===== src/rtl/envcfg_gate_pkg.sv =====
package envcfg_gate_pkg;
  localparam int CFG_W  = 64;
  localparam int HALF_W = CFG_W / 2;

  // field positions
  localparam int FIOM_POS  = 0;
  localparam int CBIE_LO   = 4;
  localparam int CBIE_HI   = 5;
  localparam int CBCFE_POS = 6;
  localparam int CBZE_POS  = 7;
  localparam int PBMTE_POS = 62;
  localparam int STCE_POS  = 63;

  localparam logic [CFG_W-1:0] ONE = {{(CFG_W-1){1'b0}}, 1'b1};
  localparam logic [CFG_W-1:0] COMMON_MASK =
      (ONE << FIOM_POS) | (ONE << CBIE_LO) | (ONE << CBIE_HI) |
      (ONE << CBCFE_POS) | (ONE << CBZE_POS);
  localparam logic [CFG_W-1:0] HI_MASK = (ONE << PBMTE_POS) | (ONE << STCE_POS);
  localparam logic [CFG_W-1:0] WIDE_MASK = COMMON_MASK | HI_MASK;

  typedef enum logic [1:0] {
    EXC_NONE = 2'd0,
    EXC_ILL  = 2'd1,
    EXC_VIRT = 2'd2
  } excE;

  typedef enum logic [1:0] {
    SEL_SCFG  = 2'd0,
    SEL_HCFG  = 2'd1,
    SEL_HHI   = 2'd2,
    SEL_TCMP  = 2'd3
  } selE;

  localparam logic [1:0] PRIV_U = 2'd0;
  localparam logic [1:0] PRIV_M = 2'd3;

  typedef struct packed {
    logic wrS;
    logic wrH;
    logic wrHHi;
    logic rdS;
    logic rdH;
    logic rdHHi;
  } strobeT;
endpackage


===== src/rtl/envcfg_gate_ctrl.sv =====
module envcfg_gate_ctrl
  import envcfg_gate_pkg::*;
(
  input  logic [1:0] privMode,
  input  logic       virtOn,
  input  logic       hasSMode,
  input  logic       extOn,
  input  logic       mEnBit,
  input  logic       hEnBit,
  input  logic       sEnBit,
  input  logic       hCntTm,
  input  logic       stceBit,
  input  logic       reqValid,
  input  logic       reqWrite,
  input  logic [1:0] reqSel,
  output excE        excCode,
  output strobeT     strobes
);
  logic isM, isU;
  excE  cfgExc, tcmpExc, selExc;
  logic granted;

  assign isM = (privMode == PRIV_M);
  assign isU = (privMode == PRIV_U);

  // ordered state-enable check
  always_comb begin
    if (isM || !extOn)                      cfgExc = EXC_NONE;
    else if (!mEnBit)                       cfgExc = EXC_ILL;
    else if (virtOn && !hEnBit)             cfgExc = EXC_VIRT;
    else if (virtOn && isU && !sEnBit)      cfgExc = EXC_VIRT;
    else if (isU && hasSMode && !sEnBit)    cfgExc = EXC_ILL;
    else                                    cfgExc = EXC_NONE;
  end

  // timecompare: both bits needed, logical conjunction
  always_comb begin
    if (!isM && virtOn && !(hCntTm && stceBit)) tcmpExc = EXC_VIRT;
    else                                        tcmpExc = EXC_NONE;
  end

  always_comb begin
    if (!reqValid)                    selExc = EXC_NONE;
    else if (reqSel == SEL_TCMP)      selExc = tcmpExc;
    else                              selExc = cfgExc;
  end

  assign excCode = selExc;
  assign granted = reqValid && (selExc == EXC_NONE);

  always_comb begin
    strobes       = '0;
    strobes.wrS   = granted &&  reqWrite && (reqSel == SEL_SCFG);
    strobes.wrH   = granted &&  reqWrite && (reqSel == SEL_HCFG);
    strobes.wrHHi = granted &&  reqWrite && (reqSel == SEL_HHI);
    strobes.rdS   = granted && !reqWrite && (reqSel == SEL_SCFG);
    strobes.rdH   = granted && !reqWrite && (reqSel == SEL_HCFG);
    strobes.rdHHi = granted && !reqWrite && (reqSel == SEL_HHI);
  end
endmodule


===== src/rtl/envcfg_gate_dp.sv =====
module envcfg_gate_dp
  import envcfg_gate_pkg::*;
(
  input  logic             clk,
  input  logic             rstN,
  input  logic             is64,
  input  strobeT           strobes,
  input  logic [CFG_W-1:0] wrData,
  output logic [CFG_W-1:0] rdData,
  output logic             stceBit
);
  logic [CFG_W-1:0] sCfg, hCfg;
  logic [CFG_W-1:0] hMask, hiVal;

  assign hMask = is64 ? WIDE_MASK : COMMON_MASK;
  assign hiVal = {wrData[HALF_W-1:0], hCfg[HALF_W-1:0]};

  always_ff @(posedge clk or negedge rstN) begin
    if (!rstN) begin
      sCfg <= '0;
      hCfg <= '0;
    end else begin
      if (strobes.wrS)
        sCfg <= (sCfg & ~COMMON_MASK) | (wrData & COMMON_MASK);
      if (strobes.wrH)
        hCfg <= (hCfg & ~hMask) | (wrData & hMask);
      else if (strobes.wrHHi)
        hCfg <= (hCfg & ~HI_MASK) | (hiVal & HI_MASK);
    end
  end

  always_comb begin
    rdData = '0;
    if (strobes.rdS)   rdData = sCfg;
    if (strobes.rdH)   rdData = hCfg;
    if (strobes.rdHHi) rdData = {{HALF_W{1'b0}}, hCfg[CFG_W-1:HALF_W]};
  end

  assign stceBit = hCfg[STCE_POS];

  AST_HI_KEEPS_LOW: assert property (@(posedge clk) disable iff (!rstN)
    strobes.wrHHi |=> $stable(hCfg[HALF_W-1:0]));
  AST_NARROW_KEEPS_TOP: assert property (@(posedge clk) disable iff (!rstN)
    (strobes.wrH && !is64) |=> $stable(hCfg[CFG_W-1:PBMTE_POS]));
  AST_IDLE_HOLDS: assert property (@(posedge clk) disable iff (!rstN)
    !(strobes.wrS || strobes.wrH || strobes.wrHHi) |=> ($stable(sCfg) && $stable(hCfg)));
endmodule


===== src/rtl/envcfg_gate.sv =====
module envcfg_gate
  import envcfg_gate_pkg::*;
(
  input  logic        clk,
  input  logic        rstN,
  input  logic [1:0]  privMode,
  input  logic        virtOn,
  input  logic        hasSMode,
  input  logic        extOn,
  input  logic        mEnBit,
  input  logic        hEnBit,
  input  logic        sEnBit,
  input  logic        hCntTm,
  input  logic        is64,
  input  logic        reqValid,
  input  logic        reqWrite,
  input  logic [1:0]  reqSel,
  input  logic [63:0] wrData,
  output logic [1:0]  excCode,
  output logic [63:0] rdData
);
  strobeT strobes;
  excE    excInt;
  logic   stceBit;

  envcfg_gate_ctrl u_ctrl (
    .privMode(privMode), .virtOn(virtOn), .hasSMode(hasSMode), .extOn(extOn),
    .mEnBit(mEnBit), .hEnBit(hEnBit), .sEnBit(sEnBit), .hCntTm(hCntTm),
    .stceBit(stceBit), .reqValid(reqValid), .reqWrite(reqWrite),
    .reqSel(reqSel), .excCode(excInt), .strobes(strobes)
  );

  envcfg_gate_dp u_dp (
    .clk(clk), .rstN(rstN), .is64(is64), .strobes(strobes),
    .wrData(wrData), .rdData(rdData), .stceBit(stceBit)
  );

  assign excCode = excInt;

  AST_MACHINE_FREE: assert property (@(posedge clk) disable iff (!rstN)
    (privMode == PRIV_M) |-> (excCode == EXC_NONE));
  AST_MEN_FIRST: assert property (@(posedge clk) disable iff (!rstN)
    (reqValid && reqSel != SEL_TCMP && extOn && privMode != PRIV_M && !mEnBit)
      |-> (excCode == EXC_ILL));
  AST_HEN_VIRT: assert property (@(posedge clk) disable iff (!rstN)
    (reqValid && reqSel != SEL_TCMP && extOn && privMode != PRIV_M && mEnBit &&
     virtOn && !hEnBit) |-> (excCode == EXC_VIRT));
  AST_FAULT_READS_ZERO: assert property (@(posedge clk) disable iff (!rstN)
    (excCode != EXC_NONE) |-> (rdData == '0));
  AST_IDLE_NONE: assert property (@(posedge clk) disable iff (!rstN)
    !reqValid |-> (excCode == EXC_NONE && rdData == '0));
endmodule


===== config.mk =====
export PLATFORM = sky130hd
export DESIGN_NAME = envcfg_gate
export DESIGN_NICKNAME = d
export VERILOG_FILES = /design/src/rtl/envcfg_gate_pkg.sv /design/src/rtl/envcfg_gate_ctrl.sv /design/src/rtl/envcfg_gate_dp.sv /design/src/rtl/envcfg_gate.sv
export SDC_FILE = /design/constraint.sdc
export NUM_CORES = 1
export LEC_CHECK = 0
export BUFFER_PORTS_ARGS = -buffer_cell sky130_fd_sc_hd__clkbuf_2
export CORE_ASPECT_RATIO = 1.75
export CORE_MARGIN = 3
export CORE_UTILIZATION = 35
export DETAILED_ROUTE_END_ITERATION = 8
export GPL_ROUTABILITY_DRIVEN = 1
export GPL_TIMING_DRIVEN = 0
export PLACE_DENSITY = 0.86
export SYNTH_ARGS = -nofsm -noshare
export SYNTH_HDL_FRONTEND = slang
export SYNTH_SLANG_ARGS = --single-unit

===== constraint.sdc =====
create_clock -name clk -period 3.2 [get_ports clk]
set_clock_uncertainty 0.05 [all_clocks]
set_input_delay 0.48 -clock clk [delete_from_list [all_inputs] [get_ports clk]]
set_output_delay 0.48 -clock clk [all_outputs]
set_load 0.1 [all_outputs]

==> impl_metrics.json <==
{
  "preCtsSetupSlack_ns": 0.475,
  "die_w_microns": 50.2,
  "cts-htree-levels": 1,
  "numCtsBuffers": 3,
  "drc": 0,
  "routed_wl_microns": 2450,
  "rsz0062_at_grt": "no",
  "vias": 999,
  "grtUsageMet2": 0.213,
  "met3_usage": 0.0341,
  "place.gp.congestion": 0.808,
  "crit_path_end_kind": "primary output",
  "rows": 27,
  "cts_tree": "built",
  "critPathMostFrequentCell": "clkbuf_2",
  "area_growth_pct": 39.1,
  "cp.arrival_ns": 2.19,
  "start_util": 0.373,
  "max-vdd-ir-drop_mv": 0.260,
  "cp_slowest_cell": "or3b_2",
  "path_clk_slew_ns": 0.05,
  "yosys_warnings": 0,
  "final_nets": 306,
  "hold_buffers": 0,
  "yosys_register_bits": 12,
  "power.leakage_nw": 0.989,
  "port_buffers": 34,
  "startpoint": "privMode[1]",
  "hold_class": "in -> async",
  "tightest_slew_ns": 0.552,
  "synth_cell_type_count": 29,
  "grt_pass1_wl_microns": 4130,
  "stdcell_area_sq_um": 1670,
  "synth_compound_area_frac": 0.0857,
  "layout-drive-gt1-share": 0.487,
  "relSlewSlack": 0.634,
  "placed_area_sq_um": 1620,
  "crit_type": "in -> out",
  "route.detailed.vias_per_inst": 3.74,
  "grt_pass1_vias": 951,
  "met1_usage": 0.133,
  "path_cells": "clkbuf_2 -> nor4_1 -> a21oi_1 -> a21boi_0 -> or3b_2 -> nor2_1 -> clkbuf_2",
  "drv_cap": 0,
  "synth_edf_count": 0,
  "die_y_microns": 83.4,
  "clk_path_buf_depth": 2,
  "crit_fanout": 5,
  "root_buffer": "clkbuf_8",
  "syn_inst": 133,
  "io_pins": 146,
  "tns_ns": 0,
  "fp.dieArea_sq_um": 4190,
  "core_area_sq_um": 3210,
  "netlist_area_sq_um": 1200,
  "cts_resized": 0,
  "antenna_found_initial": 0,
  "gr-usage-all-layers": 0.123,
  "cellPowerDensity_nw_per_um2": 497,
  "finalWorstSetupSlack_ns": 0.480,
  "synth_flop_cell": "dfrtp_1",
  "layout_common_cells": "55 x buf_4, 55 x conb_1, 34 x clkbuf_2",
  "fin_util": 0.519,
  "synth_fa_ha_area_frac": 0,
  "path_delay_family": "simple AND/OR/NAND/NOR gates",
  "post_synth.cell_area_avg_sq_um": 9.00,
  "cts_setup_buffers": 0,
  "worstPathBufferInverterCount": 2,
  "hpwl_microns": 2190,
  "clkLatencyLatePin_ns": 0.24,
  "grt_max_degree": 13,
  "finalSetupViolCount": 0,
  "overflow": 0,
  "synth-async-reset-ratio": 1.00,
  "initialDrtViolationCount": 9,
  "status": "complete, no violations",
  "synthMuxAreaShare": 0.152,
  "clock_sinks": 12,
  "drt-pass1-iter-count": 2,
  "yosysSeqAreaShare": 0.251,
  "cp.required_ns": 2.67,
  "start_kind": "primary input",
  "top_usage_layer": "met2",
  "fmax_mhz": 368,
  "finalMaxSlewViolations": 0,
  "synthSimpleGateAreaFrac": 0.144,
  "ant_nets": 0,
  "max_stage_delay_ns": 0.53,
  "synth_top_family_by_area": "buffers and inverters",
  "synthXorXnorAreaFrac": 0,
  "hold_viol_final": 0,
  "fin_crit_ns": 2.72,
  "antenna_cells": 0,
  "nFillCells": 301,
  "final.period_utilization": 0.850,
  "wire_per_inst_microns": 9.16
}
## path summary, 6_finish.rpt
kind	to	slack, ns	cells past startpoint
setup / recovery	rdData[6]	0.48	7
hold / removal	u_dp.sCfg[0]	0.07	1
min in group clk	register	0.44	1
hold reg to reg	register	0.44	1
setup reg to reg	u_dp.hCfg[6]	1.57	5
max in group asynchronous	u_dp.hCfg[6]	2.80	1
## stage by stage
stage / total power [mW] / cells / hold WS, ns
4_1_cts: 0.831 / 267 / 0.0797
3_5_place_dp: 0.696 / 264 / 0.333
6_report: 0.828 / 267 / 0.0676
5_1_grt: 0.866 / 267 / 0.0966
3_3_place_gp: 0.688 / 264 / 0.321
2_1_floorplan: 0.652 / 187 / 0.134
## synth_stat cells (2+ instances only)
cell type	number	area, sq um
nand2b_1	2	12.5
dfrtp_1	12	300
mux2_4	5	75.1
nor2b_1	2	12.5
inv_1	2	7.51
and2_1	2	12.5
nor2_1	11	41.3
a21oi_1	3	15.0
mux2_2	5	56.3
nand2_1	8	30.0
buf_4	55	413
mux2i_1	5	50.1
nand3_1	4	20.0
a31oi_1	2	12.5
## worst register-to-register path, delay by kind of cell, from the launching register on
kind                   cells  cell delay (ns)
muxes                      1             0.30
and+or+nand+nor            1             0.24
AOI/OAI and AO/OA          2             0.42
buffers and inverters      1             0.13
DFF                        1             0.37
## layout make-up
class,count,area (sq um),share of cell area
sequential,12,300,0.180
clock buffer,3,41.3,0.0248
inverter,2,7.51,0.00451
timing repair buffer,34,170,0.102
multi-input combinational,116,663,0.398
buffer,57,429,0.258
tap,43,53.8,0.0323
## routing by layer
layer / vias to the layer above / wire [microns]
met5: - / 0
met4: 0 / 41
met3: 4 / 336
met2: 67 / 1230
met1: 412 / 838
li1: 516 / -
## kinds of logic (layout without fill, tap and decap cells)
family,count (synthesis),count (layout)
AO/OA/AOI/OAI,12,12
buffers and inverters,59,96
flip-flops,12,12
multiplexers,15,15
other,1,55
AND/OR/NAND/NOR,34,34
## report_power, final
group / internal [mW] / switching (mW) / leakage [nW] / total [mW]
registers: 0.189 / 0.0201 / 0.144 / 0.210
clock network: 0.0825 / 0.0500 / 0.0216 / 0.132
logic: 0.114 / 0.372 / 0.823 / 0.486
total: 0.386 / 0.442 / 0.989 / 0.828
Note: power is estimated with default switching activity, not from simulation.
